[src/rtl/pc_pkg.sv]
package pc_pkg;
  typedef enum logic [1:0] {
    WRAP_FREE   = 2'd0,
    WRAP_CLEAR  = 2'd1,
    WRAP_RELOAD = 2'd2
  } wrap_mode_e;
endpackage

[src/rtl/pc_prefix_and.sv]
// Parallel-prefix AND (Kogge-Stone shape): pre[i] = AND of in_bits[0..i].
module pc_prefix_and #(
  parameter int N = 9
) (
  input  logic [N-1:0] in_bits,
  output logic [N-1:0] pre
);
  localparam int LVL = (N > 1) ? $clog2(N) : 1;

  logic [N-1:0] stg [LVL+1];

  always_comb begin
    stg[0] = in_bits;
    for (int l = 0; l < LVL; l++) begin
      for (int i = 0; i < N; i++) begin
        if (i >= (1 << l)) stg[l+1][i] = stg[l][i] & stg[l][i - (1 << l)];
        else               stg[l+1][i] = stg[l][i];
      end
    end
  end

  assign pre = stg[LVL];
endmodule

[src/rtl/pc_term_detect.sv]
// Terminal value comparator used by the early-wrap modes.
module pc_term_detect #(
  parameter int               WIDTH    = 4,
  parameter logic [WIDTH-1:0] TERM_VAL = '1
) (
  input  logic [WIDTH-1:0] count,
  input  logic             en,
  output logic             hit
);
  assign hit = en & (count == TERM_VAL);
endmodule

[src/rtl/prefix_counter.sv]
module prefix_counter #(
  parameter int                 WIDTH        = 8,
  parameter pc_pkg::wrap_mode_e MODE         = pc_pkg::WRAP_FREE,
  parameter int                 MODULUS      = 12,
  parameter int                 RELOAD_VALUE = 0
) (
  input  logic             clk,
  input  logic             rst_n,
  input  logic             clear,
  input  logic             load,
  input  logic             cnt_en,
  input  logic [WIDTH-1:0] load_value,
  output logic [WIDTH-1:0] count,
  output logic             term_cnt
);
  localparam int               NPRE     = WIDTH + 1;
  localparam logic [WIDTH-1:0] TERM_VAL = (MODE == pc_pkg::WRAP_FREE) ? {WIDTH{1'b1}}
                                                                       : WIDTH'(MODULUS - 1);
  localparam logic [WIDTH-1:0] WRAP_VAL = (MODE == pc_pkg::WRAP_RELOAD) ? WIDTH'(RELOAD_VALUE)
                                                                         : '0;

  logic [WIDTH-1:0] cnt_q, cnt_d;
  logic [NPRE-1:0]  pre_in, pre_out;
  logic [WIDTH-1:0] tog;
  logic             term;
  logic             early_wrap;
  logic             cnt_we;

  // Prefix inputs: slot 0 is the enable, slot k is bit k-1 of the count.
  assign pre_in = {cnt_q, cnt_en};

  pc_prefix_and #(.N(NPRE)) u_prefix (
    .in_bits (pre_in),
    .pre     (pre_out)
  );

  assign tog = pre_out[WIDTH-1:0];

  generate
    if (MODE == pc_pkg::WRAP_FREE) begin : g_free
      assign term       = pre_out[WIDTH];
      assign early_wrap = 1'b0;
    end else begin : g_early
      pc_term_detect #(.WIDTH(WIDTH), .TERM_VAL(TERM_VAL)) u_term (
        .count (cnt_q),
        .en    (cnt_en),
        .hit   (term)
      );
      assign early_wrap = term;
    end
  endgenerate

  always_comb begin
    if (clear)           cnt_d = '0;
    else if (load)       cnt_d = load_value;
    else if (early_wrap) cnt_d = WRAP_VAL;
    else                 cnt_d = cnt_q ^ tog;
  end

  assign cnt_we = clear | load | cnt_en;

  always_ff @(posedge clk or negedge rst_n) begin
    if (!rst_n)      cnt_q <= '0;
    else if (cnt_we) cnt_q <= cnt_d;
  end

  assign count    = cnt_q;
  assign term_cnt = term;
endmodule

[config.mk]
export PLATFORM = sky130hd
export DESIGN_NAME = prefix_counter
export DESIGN_NICKNAME = d
export VERILOG_FILES = /design/src/rtl/pc_pkg.sv /design/src/rtl/pc_prefix_and.sv /design/src/rtl/pc_term_detect.sv /design/src/rtl/prefix_counter.sv
export SDC_FILE = /design/constraint.sdc
export NUM_CORES = 1
export LEC_CHECK = 0
export BUFFER_PORTS_ARGS = -buffer_cell sky130_fd_sc_hd__buf_2
export CAP_MARGIN = 0
export CORE_AREA = 10 10 47 49
export DETAILED_ROUTE_END_ITERATION = 8
export DIE_AREA = 0 0 57 59
export PLACE_DENSITY = 0.77
export SLEW_MARGIN = 10
export SYNTH_ARGS = -nofsm -noshare
export SYNTH_HDL_FRONTEND = slang
export SYNTH_SLANG_ARGS = --single-unit
export TNS_END_PERCENT = 30
[constraint.sdc]
create_clock -name clk -period 1.6 [get_ports clk]
set_input_delay 0.16 -clock clk [delete_from_list [all_inputs] [get_ports clk]]
set_output_delay 0.16 -clock clk [all_outputs]
set_load 0.02 [all_outputs]
# Word level (Yosys, flattened, before mapping)

Index checks and enable logic that the tools add are counted.

Bits in registers: 8
Output and inout bits: 9

Bitwise gates (word level): 24
Muxes and demuxes: 2

Operator list:

| operator      | count |
|---|---|
| $and A1 B1 Y1 | 21 |
| $mux W8       | 2 |
| $xor A8 B8 Y8 | 1 |
| $or A1 B1 Y1  | 2 |

# Logic depth before layout (Yosys ltp)

Gate-level depths: netlist (run 1).

Depth in word-level cells: 6
Gate-level depth with buffers: 5
Gate-level depth less buffers: 4

# Hierarchy

A second synthesis (run 1) with hierarchy kept.

Cells, all modules: 56
Area total of the unflattened synthesis: 553.0 um2

Modules (own cells, without submodules):

| module         | instances | area an instance (um2) | sequential area each (um2) | cells an instance |
|---|---|---|---|---|
| prefix_counter | 1         | 474.2                  | 200.2                      | 43 |
| pc_prefix_and  | 1         | 78.8                   | 0.0                        | 13 |

# Worst setup path after synthesis (run 1)

OpenSTA, ideal clock, no wires.

Path kind: reg-to-reg
Start point: register cnt_q[0] (netlist: count[0])
End point: register cnt_q[5] (netlist: count[5])
Stages on the path, launching flop included: 5
Slack: 0.107 ns
Path buffers: 0
Arrival: 1.393 ns
Path through: dfrtp_1 > ha_1 > nand4_1 > or3_1 > a311oi_1

Cells in the longest elaborated chain, start to end: 5

RTL lines:

| element                     | line                 | RTL |
|---|---|---|
| start: declaration          | prefix_counter.sv:22 | `logic [WIDTH-1:0] cnt_q, cnt_d;` |
| start signal: assignment    | prefix_counter.sv:64 | `else if (cnt_we) cnt_q <= cnt_d;` |
| $and A1 B1 Y1 (2 in series) | pc_prefix_and.sv:16  | `if (i >= (1 << l)) stg[l+1][i] = stg[l][i] & stg[l][i - (1 << l)];` |
| $xor A8 B8 Y8               | prefix_counter.sv:57 | `else cnt_d = cnt_q ^ tog;` |
| $mux W8                     | prefix_counter.sv:55 | `else if (load) cnt_d = load_value;` |
| $mux W8                     | prefix_counter.sv:54 | `if (clear) cnt_d = '0;` |

Every way passes these cells.
A chain may end at the register's enable or synchronous reset.

# Worst setup path in the final report (run 1)

Same ends and word-level chain as after synthesis.

==> results of run 1 <==
[power groups by stage]
stage                     Combinational [mW]  Clock (mW)  Sequential, mW
after floorplan                       0.0466           0           0.251
after global placement                0.0990           0           0.236
after global routing                   0.115       0.176           0.237
after detailed placement               0.101           0           0.237
after CTS                              0.103       0.163           0.234
final                                  0.102       0.158           0.234
[worst max-delay path by stage]
stage	to	slack, ns
after floorplan	count[5]$_DFFE_PN0P_	0.11
after global placement	count[5]$_DFFE_PN0P_	0.23
after detailed placement	count[5]$_DFFE_PN0P_	0.14
after CTS	term_cnt	0.12
after global routing	count[5]$_DFFE_PN0P_	0.01
final	count[5]$_DFFE_PN0P_	0.13
[through the flow]
step	std cells	hold WS (ns)	utilization (%)	total power, mW	area (sq um)
after detailed placement	92	0.0165	44.2	0.338	619
after global placement	92	0.0141	44.2	0.335	619
final	97	0.150	47.2	0.494	662
after global routing	97	0.153	47.2	0.528	662
after floorplan	58	-0.136	-	0.298	517
after CTS	96	0.149	46.5	0.500	652
[cell usage in the layout, fill, tap and decap left out]
cell type                       netlist  final
sky130_fd_sc_hd__nor3b_1              2      2
sky130_fd_sc_hd__nand3_1              3      3
sky130_fd_sc_hd__buf_4                2      2
sky130_fd_sc_hd__a311oi_1             2      2
sky130_fd_sc_hd__or3b_1               1      1
sky130_fd_sc_hd__nor3_1               1      1
sky130_fd_sc_hd__o21ai_0              2      2
sky130_fd_sc_hd__a22oi_1              1      1
sky130_fd_sc_hd__a211oi_1             3      3
sky130_fd_sc_hd__xor2_1               3      3
sky130_fd_sc_hd__dfrtp_1              8      8
sky130_fd_sc_hd__clkbuf_4             0      3
sky130_fd_sc_hd__o211ai_1             4      4
sky130_fd_sc_hd__or4_1                2      2
sky130_fd_sc_hd__dlygate4sd3_1        0      1
sky130_fd_sc_hd__ha_2                 0      1
sky130_fd_sc_hd__nand2_1              5      5
sky130_fd_sc_hd__mux2_2               1      1
sky130_fd_sc_hd__inv_1                2      2
sky130_fd_sc_hd__nand4_1              3      3
sky130_fd_sc_hd__buf_2                0     21
sky130_fd_sc_hd__a21oi_1              2      2
sky130_fd_sc_hd__or3_1                2      2
sky130_fd_sc_hd__nor2_1               6      6
[final cells by class]
cell class	instances	area share [%]
Multi-Input combinational cell	44	42.5
Sequential cell	8	30.2
Timing Repair Buffer	24	19.7
Clock buffer	3	3.40
Tap cell	16	3.02
Inverter	2	1.13
[worst max-delay path, delay by kind of cell (launching register included)]
| family | cells | cell delay (ns) |
|---|---|---|
| AO/OA/AOI/OAI | 1 | 0.25 |
| AND/OR/NAND/NOR | 2 | 0.51 |
| adder cells (fa/ha/maj) | 1 | 0.22 |
| flip-flops | 1 | 0.40 |
[timing repair]
item / 4_1_cts / 5_1_grt
setup endpoints to repair: 0 / 2
hold endpoints to repair: 8 / 0
buffers inserted: 0 / 1
gates resized for setup: 0 / 1
hold buffers: 1 / 0
[cells by family (layout without fill, tap and decap cells)]
family                     Yosys count  after routing  synth area share, %
and+or+nand+nor                     25             25                 25.4
AOI/OAI and AO/OA                   14             14                 18.9
DFF                                  8              8                 38.7
buffers and inverters                6             29                 7.26
xor gates and xnor gates             3              3                 5.09
adders and majority gates            1              1                 2.42
muxes                                1              1                 2.18
[routing by layer]
metal / up-vias / wire length (um) / share of wire (%)
li1: 266 / - / -
met1: 246 / 588 / 40
met2: 16 / 761 / 52
met3: 4 / 104 / 7.1
met4: 0 / 18 / 1.2
met5: - / 0 / 0
==> results.sh, run 1 <==
export IMPL_area_delta_synth_final_pct=28.1
export IMPL_critPathLaunchType="flop"
export IMPL_async_flop_share_pct=100
export IMPL_max_freq_ghz=0.679
export IMPL_syn_num_nets=72
export IMPL_placementRows=14
export IMPL_dr_first_iter_drc_count=4
export IMPL_route_vias_total=532
export IMPL_yosys_register_bits=8
export IMPL_drc=0
export IMPL_synth_cells_most_frequent="sky130_fd_sc_hd__dfrtp_1 (8), sky130_fd_sc_hd__nor2_1 (6), sky130_fd_sc_hd__nand2_1 (5)"
export IMPL_postSynthCellCount=58
export IMPL_post_drt_wl_per_cell_um=15.2
export IMPL_post_synth_num_cell_types=23
export IMPL_htree_num_levels=1
export IMPL_skew_ns=0.00359
export IMPL_pre_cts_ws_ns=0.138
export IMPL_post_layout_min_period_ns=1.47
export IMPL_postLayoutSetupSlackWorst_ns=0.127
export IMPL_timing_final_crit_share_pct=92.0
export IMPL_ant_nets=0
export IMPL_number_of_enable_flip_flop_cells_after_synthesis=0
export IMPL_regToRegSetupSlack_ns=0.13
export IMPL_largest_register_ffs=8
export IMPL_path_cells="ha_2, nand4_1, or3_1, a311oi_1"
export IMPL_register_area_sq_um=200
export IMPL_post_synth_top_area_cell="sky130_fd_sc_hd__dfrtp_1"
export IMPL_slew_headroom_pct=80.1
export IMPL_synth_sequential_area_ratio_pct=38.7
export IMPL_first_global_vias=583
export IMPL_area_fraction_of_the_dominant_cell_type_after_synthesis_pct=38.7
export IMPL_total_global_route_track_usage_pct=9.02
export IMPL_wp_data_required_ns=1.76
export IMPL_clk_pwr_share_pct=31.9
export IMPL_final_layout_size_suffix_gt1_share_pct=34.6
export IMPL_synthesis_area_sq_um=517
export IMPL_worstSetupPathType="flop to flop"
export IMPL_setup_violations_final=0
export IMPL_r2r_end="count[5]$_DFFE_PN0P_"
export IMPL_power_combinational_fraction_pct=20.6
export IMPL_clock_slew_at_the_register_clock_pins_of_the_worst_setup_and_hold_paths_ns=0.06
export IMPL_rsz_0062_raised_after_global_routing="no"
export IMPL_syn_mean_instance_area_sq_um=8.91
export IMPL_max_cap_violations=0
export IMPL_port_buffer_count=21
export IMPL_r2r_cells=4
export IMPL_worstSetupEndpointType="flop"
export IMPL_die_area_sq_um=3360
export IMPL_groute_layer_met2_usage_pct=15.8
export IMPL_total_switching_power_mw=0.149
export IMPL_leakage_nw=0.293
export IMPL_synthTopCellsByArea="sky130_fd_sc_hd__dfrtp_1 (39%), sky130_fd_sc_hd__o211ai_1 (5.8%), sky130_fd_sc_hd__xor2_1 (5.1%)"
export IMPL_multi_input_area_sq_um=282
export IMPL_cp_arrival_ns=1.63
export IMPL_horizontal_die_dimension_um=57
export IMPL_finalSetupTns_ns=0
export IMPL_dieHeight_um=59
export IMPL_yosys_warnings=0
export IMPL_core_area_sq_um=1400
export IMPL_fillers=153
export IMPL_timing_hold_worst_path_depth=3
export IMPL_grt_antenna_before_repair=0
export IMPL_power_frac_seq_pct=47.4
export IMPL_drt_wl_total_um=1470
export IMPL_clk_latency_ns=0.26
export IMPL_hp_class="input port to flop"
export IMPL_largest_net_degree_at_the_start_of_global_routing=12
export IMPL_cts_sink_count=8
export IMPL_grt_busiest_layer="met2"
export IMPL_yosysMostFrequentCell="sky130_fd_sc_hd__dfrtp_1"
export IMPL_tritoncts="yes"
export IMPL_fraction_of_power_spent_switching_nets_pct=30.1
export IMPL_root_buffer="sky130_fd_sc_hd__clkbuf_4"
export IMPL_grt_use_met1_pct=8.76
export IMPL_delay_of_the_slowest_cell_on_the_worst_path_ns=0.40
export IMPL_avgViaCountPerCell=5.48
export IMPL_start_util_pct=36.9
export IMPL_worst_path_max_delay_cell="sky130_fd_sc_hd__dfrtp_1"
export IMPL_hold_start="load_value[0]"
export IMPL_worstSetupStartpoint="count[0]$_DFFE_PN0P_"
export IMPL_hpwlAfterDp_um=1140
export IMPL_r2r_start="count[0]$_DFFE_PN0P_"
export IMPL_globalRouteOverflowTotal=0
export IMPL_final_max_slew_violation_count=0
export IMPL_finalWeightedCongestion=0.854
export IMPL_drt_pass1_iter_count=4
export IMPL_finalHoldViolations=0
export IMPL_finalNetCount=97
export IMPL_worstPathMaxFanout=5
export IMPL_clk_path_buf_depth=2
export IMPL_ys_dominant_reg_cell="sky130_fd_sc_hd__dfrtp_1"
export IMPL_outcome="finished clean"
export IMPL_numCtsBuffers=3
export IMPL_grt_first_pass_wirelength_um=2450
export IMPL_min_delay_worst_endpoint="count[0]$_DFFE_PN0P_"
export IMPL_groute_layer_met3_usage_pct=3.65
export IMPL_n_antenna_cell=0
export IMPL_number_of_ports_placed_on_the_die_boundary=22
export IMPL_worstMarginPinSlew_ns=0.298
export IMPL_cell_internal_pwr_mw=0.345
export IMPL_power_density_nw_per_um2=746
export IMPL_peakVddDrop_v=0.000367
No activity file was read; power rests on OpenSTA's default activity.
==> run 2, diff against run 1 <==
--- a/config.mk
+++ b/config.mk
@@ -10,9 +10,11 @@
 export CORE_AREA = 10 10 47 49
 export DETAILED_ROUTE_END_ITERATION = 8
 export DIE_AREA = 0 0 57 59
-export PLACE_DENSITY = 0.77
+export MAX_ROUTING_LAYER = met4
+export PLACE_DENSITY = 0.8
 export SLEW_MARGIN = 10
 export SYNTH_ARGS = -nofsm -noshare
 export SYNTH_HDL_FRONTEND = slang
+export SYNTH_HIERARCHICAL = 1
 export SYNTH_SLANG_ARGS = --single-unit
 export TNS_END_PERCENT = 30
==> run 2 against run 1 <==
First-iteration DRC count grew 100%; non-clock buffer count fell by 1; critical path type unchanged; highest routed layer unchanged; register-to-register slack gained 0.03 ns; maximum frequency grew 2.4%; clock power hardly changed; cell area up 5.3%; global-route usage is 0.34 points lower; via count down 2.4%; count of clock-buffer cells in the layout is the same; sequential share of layout area decreased by 1.5 points; worst hold slack worse by 0.0098 ns; synthesized cell count shrank 3.4%.
==> results.sh, run 2 <==
export IMPL_post_synth_num_cell_types=17
export IMPL_timing_hold_worst_path_depth=3
export IMPL_finalSetupTns_ns=0
export IMPL_synth_cells_most_frequent="sky130_fd_sc_hd__inv_1 (9), sky130_fd_sc_hd__a2111oi_1 (8), sky130_fd_sc_hd__a211oi_1 (8), sky130_fd_sc_hd__and4b_1 (8), sky130_fd_sc_hd__dfrtp_1 (8)"
export IMPL_yosysMostFrequentCell="sky130_fd_sc_hd__inv_1"
export IMPL_core_area_sq_um=1400
export IMPL_pre_cts_ws_ns=0.141
export IMPL_yosys_warnings=6
export IMPL_grt_first_pass_wirelength_um=2310
export IMPL_placementRows=14
export IMPL_yosys_register_bits=8
export IMPL_clk_latency_ns=0.26
export IMPL_worstSetupPathType="flop to flop"
export IMPL_layout_cells_most_common="sky130_fd_sc_hd__buf_2"
export IMPL_synthesis_area_sq_um=553
export IMPL_drt_pass1_iter_count=4
export IMPL_finalNetCount=93
export IMPL_first_global_vias=548
export IMPL_timing_final_crit_share_pct=89.9
export IMPL_postSynthCellCount=56
export IMPL_cts_sink_count=8
export IMPL_dieHeight_um=59
export IMPL_start_util_pct=39.5
export IMPL_syn_num_nets=69
export IMPL_setup_violations_final=0
export IMPL_globalRouteOverflowTotal=0
export IMPL_avgViaCountPerCell=5.52
export IMPL_worstPathMaxFanout=6
export IMPL_clk_path_buf_depth=2
export IMPL_dr_first_iter_drc_count=8
export IMPL_max_cap_violations=0
export IMPL_path_cells="nand4_2, inv_2, and2_2, and4b_1, a2111oi_1"
export IMPL_final_instance_count_excl_fill=94
export IMPL_synth_sequential_area_ratio_pct=36.2
export IMPL_leakage_nw=0.368
export IMPL_finalWeightedCongestion=0.723
export IMPL_r2r_start="count[0]$_DFFE_PN0P_"
export IMPL_number_of_ports_placed_on_the_die_boundary=22
export IMPL_largest_register_ffs=8
export IMPL_syn_mean_instance_area_sq_um=9.88
export IMPL_outcome="finished clean"
export IMPL_drc=0
export IMPL_regToRegSetupSlack_ns=0.16
export IMPL_die_area_sq_um=3360
export IMPL_slew_headroom_pct=76.2
export IMPL_min_delay_worst_endpoint="count[0]$_DFFE_PN0P_"
export IMPL_finalHoldViolations=0
export IMPL_cp_arrival_ns=1.58
export IMPL_fillers=147
export IMPL_tritoncts="yes"
export IMPL_port_buffer_count=21
export IMPL_most_common_layout_cells="sky130_fd_sc_hd__buf_2 (21), sky130_fd_sc_hd__inv_1 (9), sky130_fd_sc_hd__a211oi_1 (8), sky130_fd_sc_hd__and4b_1 (8), sky130_fd_sc_hd__dfrtp_1 (8)"
export IMPL_worstSetupEndpointType="flop"
export IMPL_hp_class="input port to flop"
export IMPL_total_global_route_track_usage_pct=8.68
export IMPL_wp_data_required_ns=1.74
export IMPL_worst_path_max_delay_cell="sky130_fd_sc_hd__dfrtp_1"
export IMPL_r2r_cells=5
export IMPL_final_design_area_no_fill_sq_um=697
export IMPL_async_flop_share_pct=100
export IMPL_post_layout_min_period_ns=1.44
export IMPL_numCtsBuffers=3
export IMPL_final_max_slew_violation_count=0
export IMPL_postCtsSetupRepairBufs=0
export IMPL_hold_start="load_value[0]"
export IMPL_grt_antenna_before_repair=0
export IMPL_postLayoutSetupSlackWorst_ns=0.162
export IMPL_ys_dominant_reg_cell="sky130_fd_sc_hd__dfrtp_1"
export IMPL_peakVddDrop_v=0.000346
export IMPL_skew_ns=0.00105
export IMPL_max_freq_ghz=0.695
export IMPL_critPathLaunchType="flop"
export IMPL_r2r_end="count[4]$_DFFE_PN0P_"
export IMPL_hpwlAfterDp_um=1010
export IMPL_placed_cells=90
export IMPL_n_antenna_cell=0
export IMPL_ant_nets=0
export IMPL_delay_of_the_slowest_cell_on_the_worst_path_ns=0.43
export IMPL_root_buffer="sky130_fd_sc_hd__clkbuf_4"
export IMPL_clock_slew_at_the_register_clock_pins_of_the_worst_setup_and_hold_paths_ns=0.06
export IMPL_horizontal_die_dimension_um=57
export IMPL_rsz_0062_raised_after_global_routing="no"
export IMPL_htree_num_levels=1
export IMPL_number_of_enable_flip_flop_cells_after_synthesis=0
export IMPL_area_delta_synth_final_pct=26.0
export IMPL_largest_net_degree_at_the_start_of_global_routing=25
export IMPL_post_synth_top_area_cell="sky130_fd_sc_hd__dfrtp_1"
export IMPL_worstMarginPinSlew_ns=0.357
export IMPL_synthTopCellsByArea="sky130_fd_sc_hd__dfrtp_1 (36%), sky130_fd_sc_hd__a2111oi_1 (14%), sky130_fd_sc_hd__and4b_1 (14%)"
export IMPL_area_fraction_of_the_dominant_cell_type_after_synthesis_pct=36.2
export IMPL_drt_wl_total_um=1310
export IMPL_post_drt_wl_per_cell_um=13.9
export IMPL_power_density_nw_per_um2=712
export IMPL_route_vias_total=519
export IMPL_report_power_total_mw=0.496
export IMPL_dpl_instance_area_sq_um=654
export IMPL_final_layout_size_suffix_gt1_share_pct=41.0
==> run 2: cells by family (layout without fill, tap and decap cells) <==
logic type / Yosys count / in the layout / synth area share, %
AND/OR/NAND/NOR: 18 / 18 / 26.0
AO/OA/AOI/OAI: 16 / 16 / 25.3
flip-flops: 8 / 8 / 36.2
buffers and inverters: 14 / 36 / 12.4
==> run 2: worst max-delay path, delay by kind of cell (launching register included) <==
| kind | cells | cell delay (ns) |
|---|---|---|
| AOI/OAI and AO/OA | 1 | 0.31 |
| buffers and inverters | 1 | 0.06 |
| DFF | 1 | 0.43 |
| and+or+nand+nor | 3 | 0.53 |
==> run 2: cell type report <==
class,instances,area [sq um],area share [%]
multi-input cells,34,294,42.2
flip-flops and latches,8,200,28.7
repair buffers,23,123,17.6
inverters,10,37.5,5.39
clock buffers,3,22.5,3.23
well taps,16,20.0,2.87
==> run 2: worst max-delay path by stage <==
| stage | start | endpoint | slack (ns) | cells past startpoint |
|---|---|---|---|---|
| floorplan | count[0]$_DFFE_PN0P_ | count[7]$_DFFE_PN0P_ | 0.17 | 4 |
| CTS | count[0]$_DFFE_PN0P_ | count[5]$_DFFE_PN0P_ | 0.12 | 5 |
| finish | count[0]$_DFFE_PN0P_ | count[4]$_DFFE_PN0P_ | 0.16 | 5 |
| global placement | count[0]$_DFFE_PN0P_ | count[5]$_DFFE_PN0P_ | 0.16 | 5 |
| detailed placement | count[0]$_DFFE_PN0P_ | count[5]$_DFFE_PN0P_ | 0.14 | 5 |
| global route | count[0]$_DFFE_PN0P_ | count[5]$_DFFE_PN0P_ | 0.01 | 5 |
==> run 2: per-stage QoR <==
step | hold WS (ns) | util [%]
after floorplan | -0.136 | -
after global placement | 0.0128 | 46.7
after detailed placement | 0.0144 | 46.7
after CTS | 0.137 | 49.0
after global routing | 0.155 | 49.7
final | 0.140 | 49.7
==> run 2: per-layer routing <==
metal	routed length (um)	global-route usage, %	vias to the layer above
met5	0	-	-
met4	21	5.03	0
met3	67	2.58	4
met2	626	13.2	14
met1	593	9.94	235
li1	-	-	266
==> run 2: timing repair <==
item                       in CTS  in global routing
setup endpoints to repair       0                  2
hold buffers                    1                  0
resized for setup               0                  2
hold endpoints to repair        8                  0
==> run 2: power by group <==
part / internal (mW) / total (mW) / switching, mW
Combinational: 0.0426 / 0.103 / 0.0606
Clock: 0.0862 / 0.160 / 0.0739
Sequential: 0.216 / 0.233 / 0.0162
